## src/rtl/dma_ctl_pkg.sv

```systemverilog
package dma_ctl_pkg;

    localparam int REG_W = 32;

    // control bit positions
    localparam int CB_RUN      = 0;
    localparam int CB_TAILMODE = 1;
    localparam int CB_SRST     = 2;

    // status bit positions
    localparam int SB_HALT = 0;
    localparam int SB_IDLE = 1;
    localparam int SB_CMPL = 12;
    localparam int SB_DLY  = 13;
    localparam int SB_IRQ_LO = 12;
    localparam int SB_IRQ_HI = 14;

    localparam logic [REG_W-1:0] CTRL_RST_VAL  = 32'h0001_0000;
    localparam logic [REG_W-1:0] STAT_RST_VAL  = 32'h0000_0001;
    localparam logic [REG_W-1:0] CTRL_SRST_VAL = CTRL_RST_VAL
                                               | (REG_W'(1) << CB_TAILMODE)
                                               | (REG_W'(1) << CB_SRST);

    typedef enum logic [1:0] {
        SEL_CTRL = 2'd0,
        SEL_STAT = 2'd1,
        SEL_CUR  = 2'd2,
        SEL_TAIL = 2'd3
    } reg_sel_e;

    typedef struct packed {
        logic [REG_W-1:0] ctrl;
        logic [REG_W-1:0] stat;
        logic [REG_W-1:0] cur;
        logic [REG_W-1:0] tail;
    } chan_state_t;

    typedef struct packed {
        logic             valid;
        logic [REG_W-1:0] data;
    } rsp_t;

endpackage

```

## src/rtl/dma_addr_map.sv

```systemverilog
module dma_addr_map
    import dma_ctl_pkg::*;
#(
    parameter int ADDR_W    = 8,
    parameter int WIN_BYTES = 48,
    parameter int N_CH      = 2,
    localparam int CH_W     = (N_CH > 1) ? $clog2(N_CH) : 1
) (
    input  logic [ADDR_W-1:0] addr,
    output logic [CH_W-1:0]   ch_idx,
    output reg_sel_e          sel,
    output logic              hit
);

    localparam logic [ADDR_W-1:0] WIN = ADDR_W'(WIN_BYTES);
    localparam logic [ADDR_W-1:0] NCH = ADDR_W'(N_CH);

    logic [ADDR_W-1:0] win_num;
    logic [ADDR_W-1:0] offset;
    logic [ADDR_W-3:0] word;

    always_comb begin
        win_num = addr / WIN;
        offset  = addr % WIN;
        word    = offset[ADDR_W-1:2];
        ch_idx  = CH_W'(win_num % NCH);
        hit     = 1'b1;
        sel     = SEL_CTRL;
        if (word == (ADDR_W-2)'(0)) begin
            sel = SEL_CTRL;
        end else if (word == (ADDR_W-2)'(1)) begin
            sel = SEL_STAT;
        end else if (word == (ADDR_W-2)'(2)) begin
            sel = SEL_CUR;
        end else if (word == (ADDR_W-2)'(4)) begin
            sel = SEL_TAIL;
        end else begin
            hit = 1'b0;
        end
    end

endmodule

```

## src/rtl/dma_chan_regs.sv

```systemverilog
module dma_chan_regs
    import dma_ctl_pkg::*;
#(
    parameter bit START_EN = 1'b0
) (
    input  logic             clk,
    input  logic             rst_n,
    input  logic             wr_en,
    input  logic             rd_en,
    input  reg_sel_e         sel,
    input  logic [REG_W-1:0] wdata,
    input  logic             evt_cmpl,
    input  logic             evt_dly,
    input  logic             evt_halt,
    input  logic             evt_idle,
    output logic [REG_W-1:0] rdata,
    output logic             run,
    output logic             halted,
    output logic             idle,
    output logic             start_req
);

    chan_state_t      st_d, st_q;
    logic             start_d, start_q;
    logic [REG_W-1:0] ctrl_w;
    logic             srst_now;

    always_comb begin
        st_d     = st_q;
        start_d  = 1'b0;
        ctrl_w   = wdata | (REG_W'(1) << CB_TAILMODE)
                 | (st_q.ctrl & (REG_W'(1) << CB_SRST));
        srst_now = wr_en && (sel == SEL_CTRL) && ctrl_w[CB_SRST];

        if (wr_en) begin
            case (sel)
                SEL_CTRL: begin
                    if (ctrl_w[CB_SRST]) begin
                        st_d.ctrl = CTRL_SRST_VAL;
                        st_d.stat = STAT_RST_VAL;
                    end else begin
                        st_d.ctrl = ctrl_w;
                        if (ctrl_w[CB_RUN]) begin
                            st_d.stat[SB_HALT] = 1'b0;
                            st_d.stat[SB_IDLE] = 1'b0;
                        end
                    end
                end
                SEL_STAT: begin
                    st_d.stat[SB_IRQ_HI:SB_IRQ_LO] = st_q.stat[SB_IRQ_HI:SB_IRQ_LO]
                                                   & ~wdata[SB_IRQ_HI:SB_IRQ_LO];
                end
                SEL_CUR: begin
                    st_d.cur = wdata;
                end
                default: begin
                    st_d.tail          = wdata;
                    st_d.stat[SB_IDLE] = 1'b0;
                    start_d            = START_EN;
                end
            endcase
        end

        if (rd_en && (sel == SEL_CTRL)) begin
            st_d.ctrl[CB_SRST] = 1'b0;
        end

        if (!srst_now) begin
            if (evt_cmpl) st_d.stat[SB_CMPL] = 1'b1;
            if (evt_dly)  st_d.stat[SB_DLY]  = 1'b1;
            if (evt_halt) st_d.stat[SB_HALT] = 1'b1;
            if (evt_idle) st_d.stat[SB_IDLE] = 1'b1;
        end
    end

    always_ff @(posedge clk or negedge rst_n) begin
        if (!rst_n) begin
            st_q    <= '{ctrl: CTRL_RST_VAL, stat: STAT_RST_VAL, cur: '0, tail: '0};
            start_q <= 1'b0;
        end else begin
            st_q    <= st_d;
            start_q <= start_d;
        end
    end

    always_comb begin
        case (sel)
            SEL_CTRL: rdata = st_q.ctrl & ~(REG_W'(1) << CB_SRST);
            SEL_STAT: rdata = st_q.stat;
            SEL_CUR:  rdata = st_q.cur;
            default:  rdata = st_q.tail;
        endcase
    end

    assign run       = st_q.ctrl[CB_RUN];
    assign halted    = st_q.stat[SB_HALT];
    assign idle      = st_q.stat[SB_IDLE];
    assign start_req = start_q;


    tailmode_forced_chk: assert property (@(posedge clk) disable iff (!rst_n)
        (wr_en && sel == SEL_CTRL) |=> st_q.ctrl[CB_TAILMODE]);


    srst_read_clear_chk: assert property (@(posedge clk) disable iff (!rst_n)
        (rd_en && sel == SEL_CTRL) |=> !st_q.ctrl[CB_SRST]);


    srst_stat_reload_chk: assert property (@(posedge clk) disable iff (!rst_n)
        (wr_en && sel == SEL_CTRL && (wdata[CB_SRST] || st_q.ctrl[CB_SRST]))
        |=> (st_q.stat == STAT_RST_VAL && !st_q.ctrl[CB_RUN]));


    w1c_cmpl_chk: assert property (@(posedge clk) disable iff (!rst_n)
        (wr_en && sel == SEL_STAT && wdata[SB_CMPL] && !evt_cmpl)
        |=> !st_q.stat[SB_CMPL]);


    cmpl_event_set_chk: assert property (@(posedge clk) disable iff (!rst_n)
        (evt_cmpl && !(wr_en && sel == SEL_CTRL && (wdata[CB_SRST] || st_q.ctrl[CB_SRST])))
        |=> st_q.stat[SB_CMPL]);

endmodule

```

## src/rtl/dma_ctl_regs.sv

```systemverilog
module dma_ctl_regs
    import dma_ctl_pkg::*;
#(
    parameter int ADDR_W    = 8,
    parameter int WIN_BYTES = 48,
    parameter int N_CH      = 2
) (
    input  logic              clk,
    input  logic              rst_n,
    input  logic              req_valid,
    input  logic              req_write,
    input  logic [ADDR_W-1:0] req_addr,
    input  logic [REG_W-1:0]  req_wdata,
    output logic              rsp_valid,
    output logic [REG_W-1:0]  rsp_rdata,
    input  logic [N_CH-1:0]   eng_cmpl,
    input  logic [N_CH-1:0]   eng_dly,
    input  logic [N_CH-1:0]   eng_halt,
    input  logic [N_CH-1:0]   eng_idle,
    output logic [N_CH-1:0]   ch_run,
    output logic [N_CH-1:0]   ch_halted,
    output logic [N_CH-1:0]   ch_idle,
    output logic              start_req
);

    localparam int CH_W = (N_CH > 1) ? $clog2(N_CH) : 1;

    logic [CH_W-1:0]  ch_idx;
    reg_sel_e         sel;
    logic             hit;
    logic [REG_W-1:0] chan_rdata [N_CH];
    logic [N_CH-1:0]  chan_start;
    rsp_t             rsp_d, rsp_q;

    dma_addr_map #(
        .ADDR_W    (ADDR_W),
        .WIN_BYTES (WIN_BYTES),
        .N_CH      (N_CH)
    ) i_map (
        .addr   (req_addr),
        .ch_idx (ch_idx),
        .sel    (sel),
        .hit    (hit)
    );

    for (genvar c = 0; c < N_CH; c++) begin : g_chan
        logic sel_this;
        assign sel_this = req_valid && hit && (ch_idx == CH_W'(c));

        dma_chan_regs #(
            .START_EN (c == 0)
        ) i_chan (
            .clk       (clk),
            .rst_n     (rst_n),
            .wr_en     (sel_this && req_write),
            .rd_en     (sel_this && !req_write),
            .sel       (sel),
            .wdata     (req_wdata),
            .evt_cmpl  (eng_cmpl[c]),
            .evt_dly   (eng_dly[c]),
            .evt_halt  (eng_halt[c]),
            .evt_idle  (eng_idle[c]),
            .rdata     (chan_rdata[c]),
            .run       (ch_run[c]),
            .halted    (ch_halted[c]),
            .idle      (ch_idle[c]),
            .start_req (chan_start[c])
        );
    end

    always_comb begin
        rsp_d.valid = req_valid && !req_write;
        rsp_d.data  = '0;
        if (req_valid && !req_write && hit) begin
            rsp_d.data = chan_rdata[ch_idx];
        end
    end

    always_ff @(posedge clk or negedge rst_n) begin
        if (!rst_n) begin
            rsp_q <= '0;
        end else begin
            rsp_q <= rsp_d;
        end
    end

    assign rsp_valid = rsp_q.valid;
    assign rsp_rdata = rsp_q.data;
    assign start_req = |chan_start;


    read_rsp_timing_chk: assert property (@(posedge clk) disable iff (!rst_n)
        (req_valid && !req_write) |=> rsp_valid);


    no_spurious_rsp_chk: assert property (@(posedge clk) disable iff (!rst_n)
        !(req_valid && !req_write) |=> !rsp_valid);


    start_source_chk: assert property (@(posedge clk) disable iff (!rst_n)
        start_req |-> $past(req_valid && req_write && hit && sel == SEL_TAIL
                            && ch_idx == CH_W'(0)));

endmodule

```

## config.mk

```make
export PLATFORM = sky130hd
export DESIGN_NAME = dma_ctl_regs
export DESIGN_NICKNAME = d
export VERILOG_FILES = /design/src/rtl/dma_ctl_pkg.sv /design/src/rtl/dma_addr_map.sv /design/src/rtl/dma_chan_regs.sv /design/src/rtl/dma_ctl_regs.sv
export SDC_FILE = /design/constraint.sdc
export NUM_CORES = 1
export LEC_CHECK = 0
export BUFFER_PORTS_ARGS = -buffer_cell sky130_fd_sc_hd__buf_2
export CAP_MARGIN = 10
export CELL_PAD_IN_SITES_DETAIL_PLACEMENT = 1
export CELL_PAD_IN_SITES_GLOBAL_PLACEMENT = 2
export CORE_MARGIN = 1
export CORE_UTILIZATION = 40
export DETAILED_ROUTE_END_ITERATION = 12
export HOLD_SLACK_MARGIN = 0.12
export PLACE_DENSITY = 0.92
export SLEW_MARGIN = 20
export SYNTH_ARGS = -nofsm -noshare
export SYNTH_HDL_FRONTEND = slang
export SYNTH_SLANG_ARGS = --single-unit
```

## constraint.sdc

```tcl
create_clock -name clk -period 1.8 [get_ports clk]
set_input_delay 0.09 -clock clk [delete_from_list [all_inputs] [get_ports clk]]
set_output_delay 0.09 -clock clk [all_outputs]
set_load 0.01 [all_outputs]
```

After elaboration in Yosys (flattened, before gate mapping)
Cells that the tools add are included.
{ "classes": {"n_bitwise": 8, "add_sub_neg": 0, "eq_ne": 7, "shift": 0, "n_lt_le_gt_ge": 1, "n_mul": 0, "n_div": 2, "muxes": 54, "n_reduce_logical": 35} }
{ "ops": {"columns": ["cell", "count"], "rows": [
  ["32-bit 2-to-1 mux", 10],
  ["99-bit 2-to-1 mux", 2],
  ["32-bit case mux with 3 select lines", 2],
  ["32-bit by 3-bit bitwise OR with 32-bit output", 2],
  ["20-bit 2-to-1 mux", 2],
  ["13-bit 2-to-1 mux", 2],
  ["2-bit 2-to-1 mux", 12],
  ["10-bit 2-to-1 mux", 2],
  ["1-bit 2-to-1 mux", 18],
  ["2-bit AND reduction", 8],
  ["1-bit logical AND", 15],
  ["3-bit case mux with 2 select lines", 2],
  ["2-bit nonzero test", 5],
  ["8-bit by 6-bit divider with 8-bit output, second input constant", 1],
  ["8-bit by 6-bit modulo with 8-bit output, second input constant", 1],
  ["3-bit bitwise AND", 2],
  ["6-bit by 1-bit equality test with 1-bit output, second input constant", 1],
  ["6-bit by 2-bit equality test with 1-bit output, second input constant", 1],
  ["6-bit by 3-bit equality test with 1-bit output, second input constant", 1],
  ["6-bit zero test", 1],
  ["3-bit AND reduction", 2],
  ["2-bit by 1-bit inequality test with 1-bit output, second input constant", 2],
  ["1-bit case mux with 2 select lines", 2],
  ["3-bit inverter", 1],
  ["9 further kinds", 10]
]} }
{ "totals": {"out_inout_bits": 40, "register_bits": 236, "mem_bits_ro": 0, "wordCells": 122, "ramBits": 0, "latchBits": 0, "n_memories": 0} }

Logic depth before layout (Yosys ltp)
{ "logic_depth": {"depth_word": 12, "ltp_mapped": 14, "ltp_nobuf": 11} }

Hierarchy
Synthesis repeated with hierarchy kept, for this count alone.
{ "unflattened": {"cells_unflattened": 899, "hier_area_um2": 10710.3} }
{ "modules_own_cells": {"columns": ["mod", "cells_per_inst", "seq_area_each_um2", "area_each_um2", "n_inst"], "rows": [
  ["dma_chan_regs (g_chan[0].i_chan)", 370, 2555.0, 4488.1, 1],
  ["dma_chan_regs (g_chan[1].i_chan)", 367, 2529.9, 4478.0, 1],
  ["dma_ctl_regs", 113, 825.8, 1408.9, 1],
  ["dma_addr_map", 49, 0.0, 335.3, 1]
]} }

Worst setup path after synthesis
No wires, ideal clock.
{ "synth_timing": {"path_type": "in2reg", "startpoint": "in req_addr[4]", "endpoint": "reg g_chan[0].i_chan.st_q[10] (netlist bit)", "setup_time_ns": 0.128, "cell_stages": 10, "t_arrival_ns": 2.266, "path_slack_ns": -0.593, "path_cell_list": "buf_2 > or2_2 > o22ai_1 > a311oi_1 > a211oi_1 > ha_1 > clkbuf_1 > nand3_1 > buf_2 > mux2_1"} }
{ "synth_via": {"elab_chain_len": 10, "elab_cells_between_ends": 24, "classes_between": "div: 2; eq/ne: 5; mux: 8; bitwise: 2; reduce/logical: 7"} }
{ "synth_lines": {"columns": ["item", "line_no", "text"], "rows": [
  ["start, declared", "dma_ctl_regs.sv:12", "input logic [ADDR_W-1:0] req_addr,"],
  ["8-bit by 6-bit modulo with 8-bit output", "dma_addr_map.sv:24", "offset = addr % WIN;"],
  ["6-bit by 3-bit equality test with 1-bit output", "dma_addr_map.sv:35", "end else if (word == (ADDR_W-2)'(4)) begin"],
  ["2-bit 2-to-1 mux / 1-bit 2-to-1 mux (equally long branches)", "dma_addr_map.sv:35", null],
  ["2-bit 2-to-1 mux / 1-bit 2-to-1 mux (equally long branches)", "dma_addr_map.sv:33", "end else if (word == (ADDR_W-2)'(2)) begin"],
  ["2-bit 2-to-1 mux / 1-bit 2-to-1 mux (equally long branches)", "dma_addr_map.sv:31", "end else if (word == (ADDR_W-2)'(1)) begin"],
  ["2-bit 2-to-1 mux / 1-bit 2-to-1 mux (equally long branches)", "dma_addr_map.sv:29", "if (word == (ADDR_W-2)'(0)) begin"],
  ["2-bit by 1-bit equality test with 1-bit output, or another cell as far along", "dma_chan_regs.sv:36", "case (sel)"],
  ["3-bit OR reduction (no line) / 1-bit logical AND (equally long branches)", null, null],
  ["1-bit inverter (no line) / 1-bit logical AND (equally long branches)", null, null],
  ["2-bit AND reduction (no line) *", null, null],
  ["end signal, assigned", "dma_chan_regs.sv:78", "st_q <= '{ctrl: CTRL_RST_VAL, stat: STAT_RST_VAL, cur: '0, tail: '0};"],
  ["end signal, assigned", "dma_chan_regs.sv:81", "st_q <= st_d;"],
  ["end, declared", "dma_chan_regs.sv:23", "chan_state_t st_d, st_q;"]
]} }
Mark *: on every way between the ends. The rest lies on a longest branch, timed or not.
A chain may end at the register's enable or synchronous reset.

Worst setup path after layout
{ "layout_timing": {"startpoint": "in req_addr[4]", "endpoint": "reg g_chan[1].i_chan.st_q[21] (netlist bit)"} }
{ "layout_via": {"elab_chain_len": 10, "elab_cells_between_ends": 23, "classes_between": "div: 2; eq/ne: 5; mux: 8; bitwise: 1; reduce/logical: 7"} }
{ "layout_lines": {"columns": ["item", "line_no"], "rows": [
  ["8-bit by 6-bit modulo with 8-bit output", "dma_addr_map.sv:24"],
  ["6-bit by 3-bit equality test with 1-bit output", "dma_addr_map.sv:35"],
  ["2-bit 2-to-1 mux / 1-bit 2-to-1 mux (equally long branches)", "dma_addr_map.sv:35"],
  ["2-bit 2-to-1 mux / 1-bit 2-to-1 mux (equally long branches)", "dma_addr_map.sv:33"],
  ["2-bit 2-to-1 mux / 1-bit 2-to-1 mux (equally long branches)", "dma_addr_map.sv:31"],
  ["2-bit 2-to-1 mux / 1-bit 2-to-1 mux (equally long branches)", "dma_addr_map.sv:29"],
  ["2-bit by 1-bit equality test with 1-bit output, or another cell as far along", "dma_chan_regs.sv:36"],
  ["3-bit OR reduction (no line) / 1-bit logical AND (equally long branches)", null],
  ["1-bit inverter (no line) / 1-bit logical AND (equally long branches)", null],
  ["2-bit AND reduction (no line) *", null],
  ["end signal, assigned", "dma_chan_regs.sv:78"],
  ["end signal, assigned", "dma_chan_regs.sv:81"],
  ["end, declared", "dma_chan_regs.sv:23"]
]} }
Marked as above.

==> flow_summary.json <==
{
  "status": "complete, but fails checks",
  "synth_top_family_by_area": "multiplexers",
  "synth.top_cell.area_share_pct": 51.42,
  "crit_path_max_fanout": 7,
  "hold_class": "input pin to flip-flop",
  "peakVddDrop_uv": 729.5,
  "ys_seq_area_share_pct": 52.36,
  "layout.cells.non_filler": 1631,
  "drive_above_1_share_pct": 38.07,
  "grt_first_pass_wirelength_mm": 60.32,
  "mostFrequentLayoutCell": "dfrtp_1",
  "portBuffers": 89,
  "path_delay_family": "buffers and inverters",
  "worstPathRequired_ns": 2.21,
  "diodes": 0,
  "worstMarginPinSlew_ns": 0.5165,
  "grt_overflow": 0,
  "maxSlewHeadroom_pct": 65.57,
  "post-route-drc-count": 0,
  "die_x_um": 170,
  "synthXorXnorAreaFrac_pct": 0.4655,
  "firstDrtPassIters": 5,
  "worstSetupStartpoint": "req_addr[4]",
  "setup_slack_ns": -0.2635,
  "cap_violations": 0,
  "ys.flop_type": "dfrtp_1",
  "layout_common_cells": "dfrtp_1 (232), nand2_1 (128), mux2_4 (87)",
  "max_freq_mhz": 484.6,
  "slowest_delay_ns": 0.32,
  "period_share_pct": 114.6,
  "max-clock-path-buffers": 3,
  "cts_tree": "done",
  "grt_use_total_pct": 27.20,
  "p_per_area_nw_per_um2": 1100,
  "setup_viol": 219,
  "fin_skew_ns": 0.02392,
  "cp.arrival_ns": 2.47,
  "critical_path_class": "input pin to flip-flop",
  "min_period_ns": 2.063,
  "synth_cell_types": 55,
  "start_util_pct": 40.64,
  "syn_nets": 1074,
  "r2r_cells": 4,
  "setup-tns-final_ns": -28.51,
  "wl_met2_mm": 22.93,
  "dieHeight_um": 170,
  "dp_hpwl_mm": 21.78,
  "violations": "setup timing",
  "routabilityCongestion": 0.8369,
  "synth_warnings": 0,
  "clock-sinks": 236,
  "ios": 92,
  "grt_max_degree": 68,
  "cp-start-kind": "input pin",
  "rr_startpoint": "g_chan[1].i_chan.st_q[98]",
  "endpoint_kind": "flip-flop",
  "wl_per_cell_um": 28.08,
  "grt_pass1_vias": 10373,
  "drv_slew": 0,
  "dp.cells": 1509,
  "rsz0062_at_grt": "yes",
  "cts_made_buffers": 25,
  "final-hold-violation-count": 0,
  "clkLatencyLatePin_ns": 0.55,
  "ant_nets": 0,
  "drt_wl_total_mm": 45.81,
  "synthesis.instances": 1019,
  "synth-compound-area-share_pct": 10.66,
  "yosys-mux-area-fraction_pct": 20.48,
  "cts_root_buf": "clkbuf_16",
  "top_layer": "met4",
  "regToRegEndpoint": "g_chan[1].i_chan.st_q[120]",
  "antenna_found_initial": 0,
  "drt_iter0_markers": 761,
  "synthTopCellsByArea": "dfrtp_1 (51%), mux2_1 (12%), mux2i_1 (7.7%)",
  "async_flop_share_pct": 100.0,
  "timing.critical_path.buf_inv": 6,
  "n_fill_cell": 2830,
  "num-nets-final": 1292,
  "htreeDepth": 1,
  "rows": 61,
  "synth_top_cell_by_area": "dfrtp_1",
  "synth-seq-cells": 236,
  "via_per_inst": 5.988,
  "path_clk_slew_ns": 0.07,
  "utilization_pct": 56.72,
  "slowest_stage": "mux2_4",
  "worst-path-stages": 15,
  "synth-simple-area-share_pct": 9.686,
  "r2r_setup_slack_ns": 0.23,
  "synth_fa_ha_area_share_pct": 0.3325,
  "cellLeakagePower_nw": 7.340,
  "num_vias": 9767,
  "dp_slack_ns": -0.7455,
  "synthToLayoutAreaGrowth_pct": 39.57,
  "syn-cell-area_um2": 11290,
  "dieArea_um2": 28900,
  "worstPathCellList": "buf_6 > buf_8 > nand2b_4 > mux2i_1 > nor2_1 > o21ai_1 > and2_4 > buf_4 > ha_4 > nand2_4 > nor2_4 > buf_6 > buf_4 > buf_12 > mux2_4",
  "p_total_mw": 17.34,
  "core_um2": 27780,
  "synth_edf_count": 0,
  "avgSynthCellArea_um2": 11.08,
  "crit_end": "g_chan[1].i_chan.st_q[21]",
  "wl_met1_mm": 17.35,
  "wl_met3_mm": 3.013
}
-- worst min-delay path: stages --
cell and delay [ns]:
buf_2 0.12, or4b_4 0.22, a211o_1 0.17, a221o_1 0.16
-- synth_stat cells, types with 2 or more instances --
| master | instances |
|---|---|
| a211o_1 | 2 |
| a211oi_1 | 3 |
| a21bo_1 | 2 |
| a21oi_1 | 16 |
| a221o_1 | 6 |
| a221oi_1 | 12 |
| a22oi_1 | 53 |
| a31oi_1 | 4 |
| and2_1 | 2 |
| buf_12 | 3 |
| buf_2 | 21 |
| buf_4 | 6 |
| buf_6 | 6 |
| clkbuf_1 | 43 |
| dfrtp_1 | 232 |
| dfstp_2 | 4 |
| ha_1 | 3 |
| inv_1 | 63 |
| mux2_1 | 119 |
| mux2_2 | 9 |
| mux2i_1 | 87 |
| nand2_1 | 131 |
| nand2b_1 | 17 |
| nand3_1 | 16 |
| nor2_1 | 39 |
| nor2b_1 | 5 |
| nor3_1 | 2 |
| nor3b_1 | 5 |
| nor4_1 | 2 |
| nor4b_2 | 2 |
| nor4bb_1 | 2 |
| o211ai_1 | 3 |
| o21a_1 | 3 |
| o21ai_0 | 65 |
| o22ai_1 | 4 |
| or2_1 | 2 |
| or2_2 | 3 |
| xnor2_1 | 4 |
| xor2_1 | 2 |
-- metal layers --
| metal | global-route usage [%] | vias up |
|---|---|---|
| met5 | 0 | - |
| met4 | 11.08 | 0 |
| met3 | 3.395 | 187 |
| met2 | 48.57 | 562 |
| met1 | 33.11 | 5058 |
| li1 | - | 3960 |
-- cell families after synthesis --
| group | after synthesis |
|---|---|
| flops | 236 |
| simple gates | 236 |
| xor+xnor | 6 |
| mux | 215 |
| fa+ha+maj | 3 |
| compound gates | 180 |
| buf+inv | 143 |
-- power by group --
| part | internal (mW) | switching (mW) |
|---|---|---|
| clock network | 3.04 | 2.31 |
| registers | 6.45 | 1.02 |
| logic | 2.06 | 2.45 |
-- sequential cells by signal, indices dropped and copies added (netlist names) --
register	count
g_chan.i_chan.run	2
g_chan.i_chan.start_req	1
rsp_rdata	32
g_chan.i_chan.halted	2
g_chan.i_chan.st_q	196
g_chan.i_chan.idle	2
rsp_valid	1
-- cell type report --
class                           count  area (µm²)  share of cell area (%)
Timing Repair Buffer              271        2630                   16.69
Clock buffer                       35       713.2                   4.526
Multi-Input combinational cell    640        5692                   36.12
Inverter                           63       236.5                   1.501
Sequential cell                   236        5911                   37.51
Clock inverter                      8       101.3                  0.6432
Tap cell                          378       473.0                   3.002
-- how the worst min path moves through the flow --
stage	slack, ns	end	cells past startpoint	start
final	0.25	g_chan[1].i_chan.st_q[76]	4	req_write
after global routing	0.26	g_chan[1].i_chan.st_q[78]	4	req_write
after CTS	0.24	g_chan[1].i_chan.st_q[78]	4	req_write
after detailed placement	0.02	g_chan[1].i_chan.st_q[7]	1	rst_n
after global placement	0.02	g_chan[1].i_chan.st_q[7]	1	rst_n
after floorplan	-0.21	g_chan[0].i_chan.idle	0	rst_n
-- stage by stage --
stage          area (µm²)  hold slack (ns)
6_report            15760           0.2502
5_1_grt             15760           0.2581
4_1_cts             14840           0.2385
3_5_place_dp        13220          0.01867
3_3_place_gp        13220          0.01838
2_1_floorplan       11850          -0.2056
-- what timing repair did --
item | in CTS | in global routing
pin swaps | 6 | 26
cloned | 5 | 5
hold buffers | 44 | 0
hold endpoints to repair | 432 | 0
setup buffers | 8 | 19
endpoints found under the setup margin | 220 | 227
gates resized for setup | 34 | 173
Note: power is estimated with default switching activity, not from simulation.
